### config.mk
export PLATFORM = sky130hd
export DESIGN_NAME = hsem_bank
export DESIGN_NICKNAME = d
export VERILOG_FILES = /design/src/rtl/hsem_pkg.sv /design/src/rtl/hsem_decode.sv /design/src/rtl/hsem_cell.sv /design/src/rtl/hsem_rport.sv /design/src/rtl/hsem_bank.sv
export SDC_FILE = /design/constraint.sdc
export NUM_CORES = 1
export LEC_CHECK = 0
export ABC_AREA = 1
export CAP_MARGIN = 0
export CELL_PAD_IN_SITES_DETAIL_PLACEMENT = 0
export CELL_PAD_IN_SITES_GLOBAL_PLACEMENT = 1
export CORE_MARGIN = 2
export CORE_UTILIZATION = 51
export DETAILED_ROUTE_END_ITERATION = 6
export DONT_BUFFER_PORTS = 1
export MAX_ROUTING_LAYER = met4
export PLACE_DENSITY_LB_ADDON = 0.08
export SETUP_SLACK_MARGIN = 0.02
export SLEW_MARGIN = 30
export SYNTH_ARGS = -nofsm -noshare
export SYNTH_HDL_FRONTEND = slang
export SYNTH_SLANG_ARGS = --single-unit
### constraint.sdc
create_clock -name clk_i -period 5.3 [get_ports clk_i]
set_clock_uncertainty 0.05 [all_clocks]
set_input_delay 0.53 -clock clk_i [delete_from_list [all_inputs] [get_ports clk_i]]
set_output_delay 0.53 -clock clk_i [all_outputs]
set_load 0.05 [all_outputs]
### src/rtl/hsem_pkg.sv
package hsem_pkg;
  localparam int DATA_W   = 32;
  localparam int ID_W     = 4;
  localparam int CTRL_OFS = 'h00;
  localparam int SEM_OFS  = 'h08;
  localparam int FLAG_OFS = 'h90;
  localparam int MAX_SEM  = 32;

  typedef enum logic [1:0] {
    SEL_NONE = 2'd0,
    SEL_CTRL = 2'd1,
    SEL_SEM  = 2'd2,
    SEL_FLAG = 2'd3
  } sel_e;
endpackage

### src/rtl/hsem_decode.sv
module hsem_decode
  import hsem_pkg::*;
#(
  parameter int AW = 8,
  parameter int NS = 32,
  localparam int IW = $clog2(NS),
  localparam int WW = AW - 2
) (
  input  logic [AW-1:0] addr_i,
  output sel_e          sel_o,
  output logic [IW-1:0] idx_o
);
  localparam logic [WW-1:0] CTRL_W  = WW'(CTRL_OFS >> 2);
  localparam logic [WW-1:0] FLAG_W  = WW'(FLAG_OFS >> 2);
  localparam logic [WW-1:0] SEM_LO  = WW'(SEM_OFS >> 2);
  localparam logic [WW-1:0] SEM_HI  = WW'((SEM_OFS >> 2) + NS);

  logic [WW-1:0] word;
  logic [WW-1:0] rel;
  logic          unused_lsb;

  assign word       = addr_i[AW-1:2];
  assign rel        = word - SEM_LO;
  assign unused_lsb = ^addr_i[1:0];

  always_comb begin
    sel_o = SEL_NONE;
    idx_o = '0;
    if (word == CTRL_W) begin
      sel_o = SEL_CTRL;
    end else if (word == FLAG_W) begin
      sel_o = SEL_FLAG;
    end else if (word >= SEM_LO && word < SEM_HI) begin
      sel_o = SEL_SEM;
      idx_o = rel[IW-1:0];
    end
  end
endmodule

### src/rtl/hsem_cell.sv
module hsem_cell
  import hsem_pkg::*;
#(
  parameter int NP = 2
) (
  input  logic              clk_i,
  input  logic              rst_ni,
  input  logic [NP-1:0]     hit_i,
  input  logic [NP-1:0]     zero_i,
  input  logic [NP*ID_W-1:0] wid_i,
  input  logic [NP*ID_W-1:0] mid_i,
  output logic [ID_W-1:0]   owner_o,
  output logic              rel_o
);
  logic [ID_W-1:0] owner_q, owner_d;
  logic [NP-1:0]   claim_ok, rel_ok;

  always_comb begin
    for (int p = 0; p < NP; p++) begin
      claim_ok[p] = hit_i[p] && !zero_i[p] && (owner_q == '0)
                    && (mid_i[p*ID_W +: ID_W] != '0)
                    && (wid_i[p*ID_W +: ID_W] == mid_i[p*ID_W +: ID_W]);
      rel_ok[p]   = hit_i[p] && zero_i[p] && (owner_q != '0)
                    && (owner_q == mid_i[p*ID_W +: ID_W]);
    end
  end

  // claims only act on a free cell, releases only on a held one: never both
  always_comb begin
    owner_d = owner_q;
    if (|rel_ok) begin
      owner_d = '0;
    end else begin
      for (int p = NP - 1; p >= 0; p--) begin
        if (claim_ok[p]) owner_d = mid_i[p*ID_W +: ID_W];
      end
    end
  end

  always_ff @(posedge clk_i or negedge rst_ni) begin
    if (!rst_ni) owner_q <= '0;
    else         owner_q <= owner_d;
  end

  assign owner_o = owner_q;
  assign rel_o   = |rel_ok;
endmodule

### src/rtl/hsem_rport.sv
module hsem_rport
  import hsem_pkg::*;
#(
  parameter int NS = 32,
  localparam int IW = $clog2(NS)
) (
  input  logic                clk_i,
  input  logic                rst_ni,
  input  logic                rd_i,
  input  sel_e                sel_i,
  input  logic [IW-1:0]       idx_i,
  input  logic [NS*ID_W-1:0]  owners_i,
  input  logic                mode_i,
  input  logic [NS-1:0]       flags_i,
  output logic [DATA_W-1:0]   rdata_o,
  output logic                rvalid_o
);
  logic [DATA_W-1:0] flag_word;
  logic [DATA_W-1:0] rd_d;

  always_comb begin
    flag_word = '0;
    flag_word[NS-1:0] = flags_i;
  end

  always_comb begin
    rd_d = '0;
    unique case (sel_i)
      SEL_CTRL: rd_d[0]      = mode_i;
      SEL_SEM:  rd_d[ID_W-1:0] = owners_i[idx_i*ID_W +: ID_W];
      SEL_FLAG: rd_d         = flag_word;
      default:  rd_d         = '0;
    endcase
  end

  always_ff @(posedge clk_i or negedge rst_ni) begin
    if (!rst_ni) begin
      rdata_o  <= '0;
      rvalid_o <= 1'b0;
    end else begin
      rvalid_o <= rd_i;
      if (rd_i) rdata_o <= rd_d;
    end
  end
endmodule

### src/rtl/hsem_bank.sv
module hsem_bank
  import hsem_pkg::*;
#(
  parameter int NP = 2,
  parameter int NS = 32,
  parameter int AW = 8,
  localparam int IW = $clog2(NS)
) (
  input  logic                 clk_i,
  input  logic                 rst_ni,
  input  logic [NP-1:0]        port_req_i,
  input  logic [NP-1:0]        port_we_i,
  input  logic [NP*AW-1:0]     port_addr_i,
  input  logic [NP*DATA_W-1:0] port_wdata_i,
  input  logic [NP*ID_W-1:0]   port_mid_i,
  output logic [NP*DATA_W-1:0] port_rdata_o,
  output logic [NP-1:0]        port_rvalid_o
);
  sel_e                sel   [NP];
  logic [IW-1:0]       idx   [NP];
  logic [NP-1:0]       wr, rd, wzero;
  logic [NP*ID_W-1:0]  wnib;
  logic [NP-1:0]       sem_hit [NS];
  logic [NS*ID_W-1:0]  owner_q;
  logic [NS-1:0]       rel_v;
  logic [NS-1:0]       flag_q;
  logic                mode_q, mode_d;
  logic                clr_all;

  for (genvar p = 0; p < NP; p++) begin : g_port
    hsem_decode #(.AW(AW), .NS(NS)) u_dec (
      .addr_i (port_addr_i[p*AW +: AW]),
      .sel_o  (sel[p]),
      .idx_o  (idx[p])
    );
    assign wr[p]    = port_req_i[p] & port_we_i[p];
    assign rd[p]    = port_req_i[p] & ~port_we_i[p];
    assign wzero[p] = (port_wdata_i[p*DATA_W +: DATA_W] == '0);
    assign wnib[p*ID_W +: ID_W] = port_wdata_i[p*DATA_W +: ID_W];
  end

  always_comb begin
    for (int s = 0; s < NS; s++) begin
      for (int p = 0; p < NP; p++) begin
        sem_hit[s][p] = wr[p] && (sel[p] == SEL_SEM) && (idx[p] == IW'(s));
      end
    end
  end

  for (genvar s = 0; s < NS; s++) begin : g_sem
    hsem_cell #(.NP(NP)) u_cell (
      .clk_i   (clk_i),
      .rst_ni  (rst_ni),
      .hit_i   (sem_hit[s]),
      .zero_i  (wzero),
      .wid_i   (wnib),
      .mid_i   (port_mid_i),
      .owner_o (owner_q[s*ID_W +: ID_W]),
      .rel_o   (rel_v[s])
    );
  end

  // mode register: lowest port written last so it wins
  always_comb begin
    mode_d  = mode_q;
    clr_all = 1'b0;
    for (int p = NP - 1; p >= 0; p--) begin
      if (wr[p] && sel[p] == SEL_CTRL) mode_d = port_wdata_i[p*DATA_W];
      if (wr[p] && sel[p] == SEL_FLAG &&
          port_wdata_i[p*DATA_W +: 16] == 16'hFFFF) clr_all = 1'b1;
    end
  end

  always_ff @(posedge clk_i or negedge rst_ni) begin
    if (!rst_ni) begin
      mode_q <= 1'b0;
      flag_q <= '0;
    end else begin
      mode_q <= mode_d;
      flag_q <= (flag_q & ~{NS{clr_all}}) | (rel_v & {NS{mode_q}});
    end
  end

  for (genvar p = 0; p < NP; p++) begin : g_rd
    hsem_rport #(.NS(NS)) u_rport (
      .clk_i    (clk_i),
      .rst_ni   (rst_ni),
      .rd_i     (rd[p]),
      .sel_i    (sel[p]),
      .idx_i    (idx[p]),
      .owners_i (owner_q),
      .mode_i   (mode_q),
      .flags_i  (flag_q),
      .rdata_o  (port_rdata_o[p*DATA_W +: DATA_W]),
      .rvalid_o (port_rvalid_o[p])
    );
  end
endmodule

==> results by group, run 1 <==
Logic synthesis
  • Synth area leaders: dfrtp_1 30%, nand2_1 19%, xnor2_1 11%
  • Seq/Total Area, Yosys: 29.6%
  • Most common flop cell mapped by yosys: dfrtp_1
  • Synth Area in Simple Gates: 38.8%
  • Xor/xnor share of the synthesized area: 12.1%
  • Commonest cells post-synth: 972 x nand2_1, 233 x xnor2_1, 227 x dfrtp_1
  • Synthesized area: 19200 um2
  • Synthesis warning total: 0
  • Main combinational cell family by area after synthesis: simple AND/OR/NAND/NOR gates
  • Area fraction of the dominant cell type after synthesis: 29.6%
  • Synthesized net count: 2994
  • Most frequent cell after synthesis: nand2_1
  • Unique masters post-synth: 47
  • Post-synthesis adder-cell area fraction: 0.261%
  • Syn Area/Cell: 6.62 um2
  • Post-synthesis mux area share: 0%
  • Synth area leader: dfrtp_1
  • Post-synthesis compound-gate area fraction: 11.0%
  • Synth async-reset ratio: 100%
  • Seq cells post-synth: 227
  • Number of flops mapped to enable cells by yosys: 0
  • Mapped Cells: 2896

Place
  • Post-Place Cells: 3226
  • Dpl hpwl: 48.6 mm
  • I/O Buffers: 0
  • GP Congestion: 0.977

Cells and area
  • Area grow syn2layout: 6.02%
  • Finished Layout Cells: 3282
  • Fill cells: 3666
  • Multi-input gate area: 12000 um2
  • FF+latch area: 5680 um2
  • Fin nets: 2880
  • Share of cells above drive strength 1: 7.17%
  • Fin util: 54.5%

Worst setup path
  • CP Launch Point: port_addr_i[13]
  • Critical Path End Type: register
  • Worst setup SP type: input pin
  • CP required: 5.73 ns
  • Arrival @ worst endpoint: 3.65 ns
  • Crit Path Max Fanout: 30
  • Worst r2r path cells: 6
  • Slowest-stage cell, CP: nand2_1
  • Most common cell on crit path: nand2_1
  • Crit path cell chain: nor2_1, nand4_1, buf_4, nand2_1, nor3_1, nand2_1, nor2_1, nand3_1, nand2_1, nand2_1, inv_1, nor2_1, nand2_1, nand2_1
  • Flop-to-flop setup slack: 3.13 ns
  • Reg-to-reg critical path startpoint: g_sem[10].u_cell.owner_o[1]$_DFFE_PN0P_
  • Crit path kind: input pin to register
  • CP peak stage delay: 0.63 ns

GRT
  • GRT Total Usage: 38.5%
  • Largest net degree at the start of global routing: 228
  • GRT overflow: 0
  • Vias in the first global route: 18.2k
  • Initial antenna violation count: 4
  • First-pass GRT wire length: 112 mm

Outcome
  • Failing checks: design-rule violations, negative hold slack
  • Status: finished, violations left

Route
  • Initial drt markers: 2032
  • Vias per cell: 6.06
  • Drt total wl: 73.8 mm
  • Post-route DRC: 1
  • Router iterations before antenna repair: 7
  • Avg WL per Cell: 22.5 um
  • Vias: 19.9k
  • Routed Antenna Nets: 0

Timing
  • Final Cycle Share: 60.7%
  • Slew @ Worst Pin: 1.11 ns
  • Setup violations, final: 0
  • Relative slew slack: 26.0%
  • Max Slew Vio Count: 0
  • RSZ-0062 raised after global routing: false
  • Minimum clock period: 3.22 ns
  • Final hold slack: -0.412 ns
  • Setup TNS: 0 ns
  • Final hold violations: 227
  • Max Freq: 311 MHz

Pwr
  • Sw Share: 30.3%
  • P_int: 3.27 mW
  • Sw power: 1.43 mW
  • Combinational power share: 15.3%
  • Flop pwr share: 39.8%
  • Clock power frac: 44.9%
  • Leak Pwr: 9.65 nW
  • Cell Pwr Density: 231 nW/um2
  • Worst vdd ir: 0.347 mV

Clock network
  • Clock sinks: 227
  • Longest Clk Path Bufs: 3
  • Clk Latency, worst-skew pair: 0.59 ns
  • Cts bufs inserted: 28
  • Clock transition at path regs: 0.06 ns
  • CTS tree: yes
  • # H-tree levels: 1
  • Post-CTS setup buffers: 0
  • Post-CTS sizing: 0
  • CTS root buffer: clkbuf_16

Floorplan
  • Row cnt: 71
  • Die W: 198 um
  • Core area: 37300 um2
  • # IOs: 160
  • DIE HEIGHT: 198 um
  • Die area: 39200 um2
  • Initial Utilization: 51.4%

Worst hold path
  • Hold Path Class: input pin to asynchronous set/reset pin

Run
  • Max-cap violations: 0
==> flip-flops by register name, summed over array words and instances, names as in the netlist <==
register	count
g_sem.u_cell.owner_o	128
flag_q	32
mode_q	1
g_rd.u_rport.rdata_o	64
g_rd.u_rport.rvalid_o	2
==> final cells by class <==
cell class | count | share of cell area (%)
well taps | 474 | 2.92
clock buffers | 38 | 3.98
clock inverters | 14 | 0.979
multi-input cells | 2279 | 59.1
diodes | 4 | 0.0492
flip-flops and latches | 227 | 27.9
inverters | 222 | 4.14
repair buffers | 24 | 0.886
==> cells in the final DEF, fill, tap and decap left out, types with 27 or more instances in the layout <==
master       n
xnor2_1    233
inv_1      190
o31ai_1     58
a21oi_1     35
nor4_1      42
nand2_1    971
o21ai_0    183
nand4_1    107
dfrtp_1    227
o22ai_1     27
clkbuf_16   29
xor2_1      32
nor3_1      36
nand3_1    188
nor2_1     187
==> per-layer routing <==
layer	GRT usage [%]	up-vias	share of wire, %
met1	51.9	9391	42
met2	57.5	1038	43
met3	7.49	172	11
met4	14.0	0	3.7
li1	-	9296	-
met5	-	-	0
==> worst paths after layout <==
| kind | end |
|---|---|
| worst min register to register | flag_q[27]$_DFF_PN0_ |
| worst min-delay path | g_rd[0].u_rport.rdata_o[26]$_DFFE_PN0P_ |
| max in group asynchronous | g_sem[7].u_cell.owner_o[3]$_DFFE_PN0P_ |
| worst max-delay path | g_sem[22].u_cell.owner_o[2]$_DFFE_PN0P_ |
| min in group clk_i | mode_q$_DFFE_PN0P_ |
| worst max register to register | g_sem[10].u_cell.owner_o[1]$_DFFE_PN0P_ |
==> through the flow <==
stage	cell area [um2]	worst slack (ns)	total power, mW	hold WS, ns
2_1_floorplan	19200	2.83	2.46	0.184
3_3_place_gp	19300	1.68	2.58	0.189
3_5_place_dp	19300	1.64	2.59	0.189
4_1_cts	20300	2.19	4.70	-0.430
5_1_grt	20300	1.91	4.86	-0.424
6_report	20300	2.08	4.70	-0.412
==> critical path, delay by kind of cell <==
kind | cells | cell delay [ns]
buf+inv | 2 | 0.50
simple gates | 12 | 2.60
==> cells by family (layout without fill, tap and decap cells) <==
group | count (synthesis) | count (layout)
other cells | 0 | 4
compound gates | 360 | 360
simple gates | 1650 | 1650
flops | 227 | 227
fa+ha+maj | 4 | 4
buf+inv | 390 | 298
xor+xnor | 265 | 265
==> power groups by stage <==
stage	logic, mW	clock network, mW	registers [mW]
after floorplan	0.577	0	1.88
after global placement	0.685	0	1.90
after detailed placement	0.694	0	1.90
after CTS	0.698	2.13	1.87
after global routing	0.784	2.21	1.87
final	0.718	2.11	1.87
No activity file was read; power rests on OpenSTA's default activity.
==> run 2, diff against run 1 <==
- ABC_AREA: 1 -> 0
- CORE_UTILIZATION: 51 -> 50
- clock period: 5.3 -> 3.3 ns (I/O delays scaled with it)
==> run 2 against run 1 <==
Net effect: the run ends with negative hold slack left; power increased by 56%; largest cell class unchanged; largest power group is now sequential cells; synthesized cell count fell by 30%; critical endpoint is now g_sem[9].u_cell.owner_o[1]$_DFFE_PN0P_; setup slack worse by 1.7 ns; highest routed layer unchanged; final area is 6.4% lower; first-iteration DRC count is 10% higher; via count fell by 11%; routed wire length rose by 8.3%; cell count down 27%; register-to-register slack got worse by 2.3 ns.
==> results by group, run 2 <==
Logic synthesis
  • Synthesized net count: 2125 (-29%)
  • Synth async-reset ratio: 100% (unchanged)
  • Synthesis warning total: 0 (unchanged)
  • Seq cells post-synth: 227 (unchanged)
  • Mapped Cells: 2029 (-30%)
  • Number of flops mapped to enable cells by yosys: 0 (unchanged)
  • Unique masters post-synth: 73 (+55%)
  • Syn Area/Cell: 8.56 um2 (+29%)
  • Commonest cells post-synth: 227 x dfrtp_1, 176 x nor2_1, 157 x clkbuf_1
  • Area fraction of the dominant cell type after synthesis: 32.7% (+3.1 points)
  • Most frequent cell after synthesis: dfrtp_1
  • Synthesized area: 17400 um2 (-9.4%)
  • Synth area leaders: dfrtp_1 33%, xor2_1 7.6%, xnor2_1 5.7%
  • Synth area leader: dfrtp_1
  • Seq/Total Area, Yosys: 32.7% (+3.1 points)
  • Most common flop cell mapped by yosys: dfrtp_1

Cells and area
  • Most frequent cells in the layout: 227 x dfrtp_1, 175 x nor2_1, 151 x xor2_1
  • Fin nets: 2030 (-30%)
  • Share of cells above drive strength 1: 11.0% (+3.8 points)
  • Leading cell type in the layout, fill and taps excluded: dfrtp_1
  • Cell area after layout: 19000 um2 (-6.4%)
  • Area grow syn2layout: 9.54%
  • Largest register FFs: 128 (unchanged)

Pwr
  • Sw Share: 31.6% (+1.2 points)
  • Leak Pwr: 8.12 nW (-16%)
  • Sw power: 2.31 mW (+62%)
  • Clock power frac: 41.4% (-3.5 points)
  • Worst vdd ir: 0.424 mV (+22%)
  • P_int: 5.00 mW (+53%)
  • Cell Pwr Density: 384 nW/um2 (+66%)
  • Flop pwr share: 42.5% (+2.7 points)
  • Combinational power share: 16.1% (+0.8 points)

Outcome
  • Failing checks: negative hold slack
  • Status: finished, violations left

Timing
  • Final Cycle Share: 88.3%
  • Max Freq: 343 MHz
  • Setup TNS: 0 ns (unchanged)
  • Final hold slack: -0.596 ns (-0.184 ns)
  • Max Slew Vio Count: 0 (unchanged)
  • Slew @ Worst Pin: 0.954 ns (-0.153 ns)
  • Setup violations, final: 0 (unchanged)
  • RSZ-0062 raised after global routing: false
  • Minimum clock period: 2.91 ns
  • Final hold violations: 227 (unchanged)
  • Relative slew slack: 35.8% (+9.8 points)

Floorplan
  • Die W: 190 um (-3.8%)
  • Initial Utilization: 50.5% (-0.85 points)
  • Row cnt: 68 (-4.2%)
  • # IOs: 160 (unchanged)
  • Die area: 36200 um2 (-7.4%)
  • DIE HEIGHT: 190 um (-3.8%)
  • Core area: 34400 um2 (-7.9%)

Route
  • Routed Antenna Nets: 0 (unchanged)
  • Avg WL per Cell: 33.2 um (+48%)
  • Router iterations before antenna repair: 6 (-1)
  • Initial drt markers: 2240 (+10%)
  • Drt total wl: 79.9 mm (+8.3%)
  • Vias: 17.7k (-11%)
  • Post-route DRC: 0 (-1)
  • Vias per cell: 7.34 (+21%)

Clock network
  • CTS Hold Bufs: 15
  • Post-CTS setup buffers: 0 (unchanged)
  • CTS root buffer: clkbuf_16
  • CTS tree: yes
  • Longest Clk Path Bufs: 3 (unchanged)
  • Clock transition at path regs: 0.07 ns (about the same)
  • Clk Latency, worst-skew pair: 0.59 ns (about the same)
  • Clock sinks: 227 (unchanged)
  • Cts bufs inserted: 27 (-3.6%)
  • Post-CTS sizing: 0 (unchanged)
  • # H-tree levels: 1 (unchanged)

Worst setup path
  • Crit path kind: input pin to register
  • CP required: 3.71 ns (-2.02 ns)
  • Worst setup SP type: input pin
  • Critical Path End Type: register
  • Arrival @ worst endpoint: 3.32 ns (-0.33 ns)
  • Crit Path Max Fanout: 5 (-83%)

Run
  • Max-cap violations: 0 (unchanged)

Place
  • I/O Buffers: 0 (unchanged)
  • GP Congestion: 1.06 (+8.9%)
  • Placed Instance Area: 17900 um2 (-7.1%)
  • Dpl hpwl: 52.0 mm (+7.1%)

GRT
  • Met3 usage: 12.4% (+4.9 points)
  • First-pass GRT wire length: 115 mm (+2.4%)
  • GRT busiest layer: met2
  • GR Layer Usage met1: 58.4% (+6.5 points)
  • Vias in the first global route: 16.3k (-10%)
  • Largest net degree at the start of global routing: 228 (unchanged)
  • GRT Total Usage: 44.4% (+5.9 points)
  • GRT overflow: 0 (unchanged)
  • Initial antenna violation count: 1 (-3)
  • Met2 Use GR: 63.5% (+5.9 points)

Worst hold path
  • Hold Path Class: input pin to asynchronous set/reset pin
-- run 2: changes by cell type in the layout (fill, tap and decap cells not counted), moves of 77 or more --
cell / previous run / this run
buf_4: 24 / 101
inv_1: 190 / 23
nand2_1: 971 / 72
nand3_1: 188 / 58
o21ai_0: 183 / 44
xnor2_1: 233 / 113
xor2_1: 32 / 151
-- run 2: area by class of cell --
class / instances / area (um2)
fill: 3183 / 15300
multi-input combinational: 1535 / 10700
sequential: 227 / 5680
timing repair buffer: 120 / 1080
clock buffer: 30 / 697
tap: 455 / 569
clock inverter: 19 / 170
inverter: 23 / 86.3
antenna: 1 / 2.50
-- run 2: power groups by stage --
stage               clock network, mW  logic (mW)  registers (mW)
global placement                    0        1.01            3.14
finish                           3.03        1.17            3.10
global route                     3.15        1.24            3.11
CTS                              3.05        1.13            3.09
detailed placement                  0        1.02            3.14
floorplan                           0       0.903            3.03
-- run 2: layer usage --
layer  up-vias  part of all wire (%)
met1      8620                    40
met5         -                     0
met2      1297                    42
li1       7499                     -
met3       285                    13
met4         0                   5.5
-- run 2: cells by family after synthesis --
logic type | Yosys count | synth area share, %
and+or+nand+nor | 688 | 20.9
muxes | 76 | 4.53
DFF | 227 | 32.7
adders and majority gates | 2 | 0.144
buffers and inverters | 267 | 5.84
xor gates and xnor gates | 264 | 13.3
AOI/OAI and AO/OA | 505 | 22.5
-- run 2: path summary, 6_finish.rpt --
check	to	slack, ns	from	depth (start not counted)
max	g_sem[9].u_cell.owner_o[1]$_DFFE_PN0P_	0.39	port_wdata_i[10]	9
min	flag_q[19]$_DFF_PN0_	-0.60	rst_ni	0
max reg2reg	g_sem[25].u_cell.owner_o[2]$_DFFE_PN0P_	0.83	g_sem[25].u_cell.owner_o[1]$_DFFE_PN0P_	5
min reg2reg	g_rd[0].u_rport.rdata_o[21]$_DFFE_PN0P_	0.48	flag_q[21]$_DFF_PN0_	1
max in group asynchronous	g_rd[0].u_rport.rdata_o[2]$_DFFE_PN0P_	3.21	rst_ni	0
min in group clk_i	g_sem[17].u_cell.owner_o[2]$_DFFE_PN0P_	0.01	port_mid_i[6]	3
-- run 2: metrics by stage --
stage,total power [mW],cells,utilization [%],setup WS [ns]
global placement,4.15,2345,52.0,0.160
detailed placement,4.16,2345,52.0,0.159
floorplan,3.93,2029,-,0.0738
CTS,7.27,2409,55.3,0.453
finish,7.31,2410,55.3,0.385
global route,7.50,2410,55.3,0.322
-- run 2: worst max-delay path, cell delays in order --
cell           delay (ns)
or4_1                0.52
or4_1                0.53
buf_4                0.21
nor4_1               0.47
buf_4                0.20
a32oi_1              0.11
nor2_1               0.27
nor3_1               0.10
dlygate4sd3_1        0.57
